### src/rtl/dsep_pkg.sv
package dsep_pkg;
    typedef enum logic {
        WIN_CLOCK = 1'b0,
        WIN_DATA  = 1'b1
    } win_state_t;

    typedef enum logic {
        LK_SEARCH = 1'b0,
        LK_HELD   = 1'b1
    } lock_state_t;
endpackage

### src/rtl/dsep_sync.sv
module dsep_sync #(
    parameter int STAGES = 2
) (
    input  logic clk,
    input  logic rst,
    input  logic din,
    output logic edge_o
);
    // sh[STAGES-1] is the synchronised level, sh[STAGES] its previous value
    logic [STAGES:0] sh_q;

    always_ff @(posedge clk) begin
        if (rst) sh_q <= '0;
        else     sh_q <= {sh_q[STAGES-1:0], din};
    end

    always_comb edge_o = sh_q[STAGES-1] & ~sh_q[STAGES];

    AST_SINGLE_EVENT: assert property (@(posedge clk) disable iff (rst)
        edge_o |=> !edge_o);
endmodule

### src/rtl/dsep_loop.sv
module dsep_loop
    import dsep_pkg::*;
#(
    parameter int NOM     = 12,
    parameter int CLAMP   = 1,
    parameter int ACC_LIM = 4,
    parameter int RATE_W  = 2,
    localparam int PMAX   = NOM + CLAMP,
    localparam int PMIN   = NOM - CLAMP,
    localparam int EW     = $clog2(2 * PMAX + 2) + 2,
    localparam int SHMAX  = (1 << RATE_W) - 1,
    localparam int DW     = (SHMAX > 0) ? SHMAX : 1
) (
    input  logic              clk,
    input  logic              rst,
    input  logic [RATE_W-1:0] rate_sel,
    input  logic              ev,
    output logic              win_o,
    output logic              valid_o,
    output logic              data_o,
    output logic              clkb_o,
    output logic              cell_end_o,
    output logic              cell_pulse_o,
    output logic [EW-1:0]     cell_err_o
);
    typedef logic signed [EW-1:0] sv_t;

    logic [DW-1:0] div_q;
    logic [DW:0]   one_sh, lim_w;
    logic          pend_q, tick, pulse;
    sv_t           ph_q, period_q, tgt_q, acc_q, maxe_q;
    logic          dseen_q, cseen_q;
    win_state_t    win_q, win_nx;
    logic          valid_q, data_q, clkb_q;

    sv_t  center, quarter, lo, hi, err, mag, cmag, corr, ph_adv, ph_nx;
    sv_t  acc_sum, acc_nx, tgt_nx, period_nx, maxe_n, lo_n, hi_n;
    logic in_data, cell_end, dseen_n, cseen_n, wd_n;

    // rate divider: one phase step every 2^rate_sel clocks
    always_comb begin
        one_sh = {{DW{1'b0}}, 1'b1} << rate_sel;
        lim_w  = one_sh - 1'b1;
        tick   = (div_q >= lim_w[DW-1:0]);
        pulse  = tick & (pend_q | ev);
    end

    // phase error and proportional correction
    always_comb begin
        center  = period_q >>> 1;
        quarter = period_q >>> 2;
        lo      = center - quarter;
        hi      = center + quarter;
        in_data = (ph_q >= lo) && (ph_q < hi);
        if (in_data)          err = ph_q - center;
        else if (ph_q < center) err = ph_q;
        else                  err = ph_q - period_q;
        mag  = (err < 0) ? -err : err;
        cmag = (mag + sv_t'(1)) >>> 1;
        corr = (err < 0) ? -cmag : cmag;
        ph_adv   = ph_q + sv_t'(1) - (pulse ? corr : sv_t'(0));
        cell_end = tick && (ph_adv >= period_q);
        if (!tick)         ph_nx = ph_q;
        else if (cell_end) ph_nx = ph_adv - period_q;
        else               ph_nx = ph_adv;
    end

    // speed integrator with clamped target period
    always_comb begin
        acc_sum = acc_q + err;
        acc_nx  = acc_q;
        tgt_nx  = tgt_q;
        if (pulse) begin
            if (acc_sum >= sv_t'(ACC_LIM)) begin
                acc_nx = '0;
                if (tgt_q < sv_t'(PMAX)) tgt_nx = tgt_q + sv_t'(1);
            end else if (acc_sum <= -sv_t'(ACC_LIM)) begin
                acc_nx = '0;
                if (tgt_q > sv_t'(PMIN)) tgt_nx = tgt_q - sv_t'(1);
            end else begin
                acc_nx = acc_sum;
            end
        end
        period_nx = cell_end ? tgt_nx : period_q;
    end

    // per-cell sample collection
    always_comb begin
        dseen_n = dseen_q | (pulse & in_data);
        cseen_n = cseen_q | (pulse & ~in_data);
        maxe_n  = (pulse && (mag > maxe_q)) ? mag : maxe_q;
    end

    // window state machine: next state
    always_comb begin
        lo_n = (period_nx >>> 1) - (period_nx >>> 2);
        hi_n = (period_nx >>> 1) + (period_nx >>> 2);
        wd_n = (ph_nx >= lo_n) && (ph_nx < hi_n);
        unique case (win_q)
            WIN_CLOCK: win_nx = wd_n ? WIN_DATA : WIN_CLOCK;   // ENTER_DATA
            WIN_DATA:  win_nx = wd_n ? WIN_DATA : WIN_CLOCK;   // LEAVE_DATA
        endcase
    end

    // state register
    always_ff @(posedge clk) begin
        if (rst) begin
            div_q    <= '0;
            pend_q   <= 1'b0;
            ph_q     <= '0;
            period_q <= sv_t'(NOM);
            tgt_q    <= sv_t'(NOM);
            acc_q    <= '0;
            maxe_q   <= '0;
            dseen_q  <= 1'b0;
            cseen_q  <= 1'b0;
            win_q    <= WIN_CLOCK;
        end else begin
            div_q    <= tick ? '0 : div_q + 1'b1;
            pend_q   <= tick ? 1'b0 : (pend_q | ev);
            ph_q     <= ph_nx;
            period_q <= period_nx;
            tgt_q    <= tgt_nx;
            acc_q    <= acc_nx;
            maxe_q   <= cell_end ? '0 : maxe_n;
            dseen_q  <= cell_end ? 1'b0 : dseen_n;
            cseen_q  <= cell_end ? 1'b0 : cseen_n;
            win_q    <= win_nx;
        end
    end

    // output register
    always_ff @(posedge clk) begin
        if (rst) begin
            valid_q <= 1'b0;
            data_q  <= 1'b0;
            clkb_q  <= 1'b0;
        end else begin
            valid_q <= cell_end;
            data_q  <= cell_end & dseen_n;
            clkb_q  <= cell_end & cseen_n;
        end
    end

    always_comb begin
        win_o        = (win_q == WIN_DATA);
        valid_o      = valid_q;
        data_o       = data_q;
        clkb_o       = clkb_q;
        cell_end_o   = cell_end;
        cell_pulse_o = dseen_n | cseen_n;
        cell_err_o   = maxe_n;
    end

    AST_PERIOD_BOUNDS: assert property (@(posedge clk) disable iff (rst)
        (period_q >= sv_t'(PMIN)) && (period_q <= sv_t'(PMAX)));
    AST_PERIOD_AT_BOUNDARY: assert property (@(posedge clk) disable iff (rst)
        (period_q != $past(period_q)) |-> $past(cell_end));
    AST_STROBE_OUTSIDE_WINDOW: assert property (@(posedge clk) disable iff (rst)
        valid_q |-> (win_q == WIN_CLOCK));
    AST_QUIET_SAMPLES: assert property (@(posedge clk) disable iff (rst)
        !valid_q |-> !(data_q || clkb_q));
endmodule

### src/rtl/dsep_lock.sv
module dsep_lock
    import dsep_pkg::*;
#(
    parameter int LOCK_N = 16,
    parameter int DROP_N = 8,
    parameter int TOL    = 1,
    parameter int EW     = 7,
    localparam int CW    = $clog2(LOCK_N + 1)
) (
    input  logic          clk,
    input  logic          rst,
    input  logic          cell_end,
    input  logic          cell_pulse,
    input  logic [EW-1:0] cell_err,
    output logic          locked_o
);
    lock_state_t st_q, st_nx;
    logic [CW-1:0] good_q, good_nx, bad_q, bad_nx;
    logic          scored, good_cell;

    always_comb begin
        scored    = cell_end && cell_pulse;
        good_cell = (cell_err <= EW'(TOL));
        st_nx     = st_q;
        good_nx   = good_q;
        bad_nx    = bad_q;
        unique case (st_q)
            LK_SEARCH: if (scored) begin
                if (!good_cell) begin
                    good_nx = '0;
                end else if (good_q == CW'(LOCK_N - 1)) begin
                    st_nx   = LK_HELD;                  // ACQUIRE
                    good_nx = '0;
                    bad_nx  = '0;
                end else begin
                    good_nx = good_q + 1'b1;
                end
            end
            LK_HELD: if (scored) begin
                if (good_cell) begin
                    bad_nx = '0;
                end else if (bad_q == CW'(DROP_N - 1)) begin
                    st_nx   = LK_SEARCH;                // DROP
                    good_nx = '0;
                    bad_nx  = '0;
                end else begin
                    bad_nx = bad_q + 1'b1;
                end
            end
        endcase
    end

    always_ff @(posedge clk) begin
        if (rst) begin
            st_q   <= LK_SEARCH;
            good_q <= '0;
            bad_q  <= '0;
        end else begin
            st_q   <= st_nx;
            good_q <= good_nx;
            bad_q  <= bad_nx;
        end
    end

    always_comb locked_o = (st_q == LK_HELD);

    AST_LOCK_AT_CELL: assert property (@(posedge clk) disable iff (rst)
        (st_q != $past(st_q)) |-> $past(scored));
    AST_COUNT_RANGE: assert property (@(posedge clk) disable iff (rst)
        (good_q < CW'(LOCK_N)) && (bad_q < CW'(DROP_N)));
endmodule

### src/rtl/fdd_data_separator.sv
module fdd_data_separator #(
    parameter int NOM     = 12,
    parameter int CLAMP   = 1,
    parameter int ACC_LIM = 4,
    parameter int RATE_W  = 2,
    parameter int LOCK_N  = 16,
    parameter int DROP_N  = 8,
    parameter int TOL     = 1,
    localparam int EW     = $clog2(2 * (NOM + CLAMP) + 2) + 2
) (
    input  logic              clk,
    input  logic              rst,
    input  logic [RATE_W-1:0] rate_sel,
    input  logic              rd_raw,
    output logic              win_o,
    output logic              data_o,
    output logic              clkbit_o,
    output logic              valid_o,
    output logic              locked_o
);
    logic          ev;
    logic          cell_end, cell_pulse;
    logic [EW-1:0] cell_err;

    dsep_sync #(.STAGES(2)) u_sync (
        .clk    (clk),
        .rst    (rst),
        .din    (rd_raw),
        .edge_o (ev)
    );

    dsep_loop #(
        .NOM(NOM), .CLAMP(CLAMP), .ACC_LIM(ACC_LIM), .RATE_W(RATE_W)
    ) u_loop (
        .clk          (clk),
        .rst          (rst),
        .rate_sel     (rate_sel),
        .ev           (ev),
        .win_o        (win_o),
        .valid_o      (valid_o),
        .data_o       (data_o),
        .clkb_o       (clkbit_o),
        .cell_end_o   (cell_end),
        .cell_pulse_o (cell_pulse),
        .cell_err_o   (cell_err)
    );

    dsep_lock #(
        .LOCK_N(LOCK_N), .DROP_N(DROP_N), .TOL(TOL), .EW(EW)
    ) u_lock (
        .clk        (clk),
        .rst        (rst),
        .cell_end   (cell_end),
        .cell_pulse (cell_pulse),
        .cell_err   (cell_err),
        .locked_o   (locked_o)
    );
endmodule

### config.mk
export PLATFORM = sky130hd
export DESIGN_NAME = fdd_data_separator
export DESIGN_NICKNAME = d
export VERILOG_FILES = /design/src/rtl/dsep_pkg.sv /design/src/rtl/dsep_sync.sv /design/src/rtl/dsep_loop.sv /design/src/rtl/dsep_lock.sv /design/src/rtl/fdd_data_separator.sv
export SDC_FILE = /design/constraint.sdc
export NUM_CORES = 1
export LEC_CHECK = 0
export ABC_CLOCK_PERIOD_IN_PS = 11680
export BUFFER_PORTS_ARGS = -buffer_cell sky130_fd_sc_hd__buf_2
export CORE_MARGIN = 3
export CORE_UTILIZATION = 60
export DETAILED_ROUTE_END_ITERATION = 12
export PLACE_DENSITY_LB_ADDON = 0.25
export SYNTH_ARGS = -nofsm -noshare
export SYNTH_HDL_FRONTEND = slang
export SYNTH_SLANG_ARGS = --single-unit
### constraint.sdc
create_clock -name clk -period 11.68 [get_ports clk]
set_clock_uncertainty 0.05 [all_clocks]
set_input_delay 0.584 -clock clk [delete_from_list [all_inputs] [get_ports clk]]
set_output_delay 0.584 -clock clk [all_outputs]
set_load 0.01 [all_outputs]
==> impl_metrics.ini, run 1 <==
[status]
status = complete, no violations

[clock_tree]
cts_setup_buffers = 0
cts_buffers = 9
cts_root_buf = clkbuf_8
insertion_delay_ns = 0.35
cts_resized = 0
clock_sinks = 59
hold_buffers = 0
clk_pin_slew_ns = 0.07
cts_tree = built
htree_levels = 3
cts.path.max_buffers = 2

[floorplan]
core-area_mm2 = 0.0103
io_pins = 10
die_area_mm2 = 0.0119
fp-row-count = 37
die_h_um = 109
initial_core_util_pct = 61.9
die_w_um = 109

[sta]
period_share_pct = 92.0
period_minus_slack_ns = 10.74
drv_slew = 0
rsz0062_at_grt = no
setup_violations = 0
worstMarginPinSlew_ns = 0.948
hold_viol_final = 0
max_freq_mhz = 93.1
tns_ns = 0
max_slew_margin_pct = 36.8

[flow_run]
maxCapViolCount = 0

[critical_path]
r2r_start = u_loop.period_q[1]
worstPathRequired_ns = 11.90
crit_path_start_kind = register
cpMostUsedCell = ha_1
worstPathArrival_ns = 10.97
critPathKind = reg -> reg
crit_fanout = 12
crit_slowest_cell = or3_1
r2r_end = u_loop.win_o
end_kind = register
regToRegSetupSlack_ns = 0.94
critical-path-max-stage-delay_ns = 0.47
reg2reg_depth = 46

[yosys]
synth_area_leaders = ha_1, dfxtp_1, xnor2_1
synth_cells = 789
yosysUniqueCellTypes = 71
syn_nets = 904
synth_seq_cells = 59
synth_top_area_share_pct = 19.8
yosys_warnings = 0
synth.most_common_cell = ha_1
ys.flop_type = dfxtp_1
syn_area_per_cell_um2 = 8.10
synth_top_area_cell = ha_1
synth_edf_count = 0
synth_top_cells_by_count = ha_1, nor2_1, a21oi_1
syn-cell-area_mm2 = 0.00639
async_flop_share_pct = 0
yosysSeqAreaShare_pct = 18.5

[routing]
drt_iter0_drc = 440
wl_um = 16200
ant_nets = 0
wire_per_inst_um = 17.5
drc_errors = 0
via_per_inst = 6.19
firstDrtPassIters = 6
num_vias = 5761

[min_path]
whs_endpoint = u_sync.sh_q[1]
hold_path_depth = 1
hp-start = u_sync.sh_q[0]
hold_class = reg -> reg

[placement]
io_buffers = 9
gp_congestion = 0.984
dpl.hpwl_um = 12700

[global_routing]
grt_pass1_wl_um = 26900
antenna_found_initial = 0
grt_max_degree = 47
grt_overflow = 0
grt_pass1_vias = 5611
track_usage_pct = 28.8

[cells_and_area]
drive_gt1_share_pct = 7.55
final_nets = 906
antennaDiodeCount = 0
area_delta_synth_final_pct = 6.54
## cell type report
class / count / area, um2
fillers: 893 / 3520
clock buffers: 10 / 138
inverters: 63 / 236
repair buffers: 16 / 97.6
multi-input cells: 642 / 4860
clock inverters: 5 / 125
well taps: 136 / 170
flip-flops and latches: 59 / 1180
## how the worst max path moves through the flow
stage | cells after the start | to | from | slack (ns)
after floorplan | 46 | u_loop.win_o | u_loop.period_q[2] | 1.55
after global placement | 45 | u_loop.win_o | u_loop.period_q[1] | 1.27
after detailed placement | 45 | u_loop.win_o | u_loop.period_q[1] | 0.85
after CTS | 45 | u_loop.win_o | u_loop.period_q[1] | 0.81
after global routing | 45 | u_loop.win_o | u_loop.period_q[1] | 0.02
final | 46 | u_loop.win_o | u_loop.period_q[1] | 0.94
## metrics by stage
stage / setup WS, ns / hold WS (ns) / utilization [%] / cells / area (um2)
finish: 0.936 / 0.390 / 65.9 / 931 / 6810
global route: 0.0237 / 0.409 / 65.9 / 931 / 6810
CTS: 0.806 / 0.395 / 65.9 / 931 / 6800
detailed placement: 0.848 / 0.379 / 63.3 / 916 / 6540
global placement: 1.27 / 0.371 / 63.3 / 916 / 6540
floorplan: 1.55 / 0.364 / - / 789 / 6390
## cell families (layout without fill, tap and decap cells)
logic type / count (synthesis) / count (layout) / synth area share (%)
mux: 21 / 21 / 3.84
flops: 59 / 59 / 18.5
simple gates: 252 / 252 / 19.9
xor+xnor: 57 / 57 / 8.15
buf+inv: 88 / 94 / 5.50
fa+ha+maj: 110 / 110 / 22.6
compound gates: 202 / 202 / 21.5
## flip-flops by register name (all words and copies together), names as in the netlist
register	flops
u_loop.maxe_q	7
u_loop.dseen_q	1
u_loop.period_q	7
u_sync.sh_q	3
u_loop.ph_q	7
u_loop.valid_o	1
u_lock.bad_q	5
u_loop.win_o	1
u_loop.clkb_o	1
u_lock.good_q	5
u_loop.pend_q	1
u_loop.cseen_q	1
u_loop.data_o	1
u_loop.acc_q	7
u_lock.locked_o	1
u_loop.div_q	3
u_loop.tgt_q	7
## worst max-delay path, delay by kind of cell (launching register included)
family	cells	cell delay (ns)
DFF	1	0.38
xor gates and xnor gates	5	0.78
and+or+nand+nor	8	2.15
buffers and inverters	4	0.46
adders and majority gates	10	2.76
muxes	2	0.73
AOI/OAI and AO/OA	17	3.36
## cell usage in the layout, fill, tap and decap left out, types with 7 or more instances in the layout
| cell type | n |
|---|---|
| ha_1 | 101 |
| nor2_1 | 78 |
| a21oi_1 | 65 |
| inv_1 | 63 |
| dfxtp_1 | 59 |
| xnor2_1 | 40 |
| nand2_1 | 39 |
| o21ai_0 | 24 |
| nand3_1 | 24 |
| nor3_1 | 21 |
| a21o_1 | 20 |
| nor2b_1 | 18 |
| xor2_1 | 15 |
| nand2b_1 | 14 |
| o21bai_1 | 13 |
| nand4_1 | 12 |
| a211oi_1 | 12 |
| mux2i_1 | 11 |
| clkbuf_8 | 10 |
| and3_1 | 9 |
| fa_1 | 9 |
| buf_2 | 9 |
| a31oi_1 | 8 |
| o21a_1 | 8 |
| mux2_2 | 8 |
| o211ai_1 | 7 |
| and2_1 | 7 |
| buf_4 | 7 |
## per-layer routing
layer	global-route usage, %	part of all wire, %	vias up
met5	0	0	-
met4	10.6	2.5	0
met3	4.03	4.1	30
met2	49.3	48	128
met1	36.7	46	2755
li1	-	-	2848
Power of run 1 is not shown: default switching activity piles up to over one toggle a cycle in this logic, so the estimate is an artifact.
==> run 2: changes to the inputs <==
- ABC_CLOCK_PERIOD_IN_PS: 11680 -> 11200
- REMOVE_ABC_BUFFERS: unset -> 1
- SKIP_CTS_REPAIR_TIMING: unset -> 1
- clock period: 11.68 -> 11.2 ns (I/O delays scaled with it)
==> impl_metrics.ini, run 2 (synthesis results as in run 1) <==
[status]
status = complete, no violations

[floorplan]
io_pins = 10
fp-row-count = 37
die_area_mm2 = 0.0119
core-area_mm2 = 0.0103
initial_core_util_pct = 61.9
die_h_um = 109
die_w_um = 109

[min_path]
whs_endpoint = u_sync.sh_q[0]
hold_class = in -> reg
hold_path_depth = 2
hp-start = rd_raw

[placement]
postPlaceCellArea_mm2 = 0.00656
io_buffers = 9
gp_congestion = 0.924
dpl.hpwl_um = 12800

[clock_tree]
cts_tree = built
insertion_delay_ns = 0.35
cts.path.max_buffers = 2
htree_levels = 3
cts_root_buf = clkbuf_8
clk_pin_slew_ns = 0.07
cts_buffers = 9
clock_sinks = 59

[routing]
num_vias = 5835
drt_iter0_drc = 498
ant_nets = 0
wl_um = 16300
firstDrtPassIters = 5
drc_errors = 0
wire_per_inst_um = 17.4
via_per_inst = 6.23

[cells_and_area]
layout.filler_cells = 880
antennaDiodeCount = 0
multiInputGateArea_mm2 = 0.00488
area.sequential_mm2 = 0.00118
final_cell_mix = ha_1, nor2_1, a21oi_1
area_delta_synth_final_pct = 6.50
drive_gt1_share_pct = 8.99
layout_commonest_cell = ha_1
final_nets = 913
postLayoutCellArea_mm2 = 0.00680

[critical_path]
crit_path_start_kind = register
reg2reg_depth = 44
critical-path-max-stage-delay_ns = 0.50
r2r_start = u_loop.period_q[3]
crit_fanout = 12
cpMostUsedCell = ha_1
worstPathRequired_ns = 11.37
regToRegSetupSlack_ns = 0.72
worstPathArrival_ns = 10.66
r2r_end = u_loop.win_o
critical_path.top_delay_family = compound AO/OA/AOI/OAI gates
end_kind = register
critPathKind = reg -> reg
crit_slowest_cell = dfxtp_1
crit_buf_inv = 2

[sta]
max_slew_margin_pct = 22.2
rsz0062_at_grt = no
hold_viol_final = 0
worstMarginPinSlew_ns = 1.17
drv_slew = 0
period_minus_slack_ns = 10.48
max_freq_mhz = 95.4
setup_violations = 0
tns_ns = 0
period_share_pct = 93.6

[global_routing]
track_usage_pct = 28.3
antenna_found_initial = 0
grt_overflow = 0
grt_pass1_vias = 5635
grt_pass1_wl_um = 26500
grt_max_degree = 47

[flow_run]
maxCapViolCount = 0
## run 2: cell type report
| type | count | share of cell area (%) |
|---|---|---|
| Clock buffer | 11 | 2.08 |
| Clock inverter | 3 | 0.589 |
| Inverter | 63 | 3.48 |
| Multi-Input combinational cell | 642 | 71.7 |
| Sequential cell | 59 | 17.4 |
| Tap cell | 136 | 2.50 |
| Timing Repair Buffer | 23 | 2.26 |
## run 2: layer usage
layer / vias to the layer above / global-route usage [%] / part of all wire, %
met1: 2753 / 36.6 / 44
met4: 0 / 11.8 / 3.2
li1: 2844 / - / -
met5: - / 0 / 0
met2: 201 / 46.3 / 46
met3: 37 / 5.21 / 6.5
## run 2: worst max-delay path by stage
stage,depth (start not counted),startpoint,end
after detailed placement,45,u_loop.period_q[1],u_loop.win_o
after global routing,46,u_loop.period_q[1],u_loop.win_o
final,44,u_loop.period_q[3],u_loop.win_o
after CTS,45,u_loop.period_q[1],u_loop.win_o
after global placement,44,u_loop.period_q[1],u_loop.win_o
after floorplan,45,u_loop.period_q[2],u_loop.win_o
## run 2: through the flow
step	instances	hold WS [ns]	setup slack, ns	util, %
floorplan	764	0.364	0.757	-
CTS	932	0.367	0.285	65.3
global route	937	0.403	0.0243	65.9
detailed placement	918	0.395	0.323	63.5
finish	937	0.381	0.715	65.9
global placement	918	0.378	0.696	63.5
Power of run 2 is left out for the same reason.
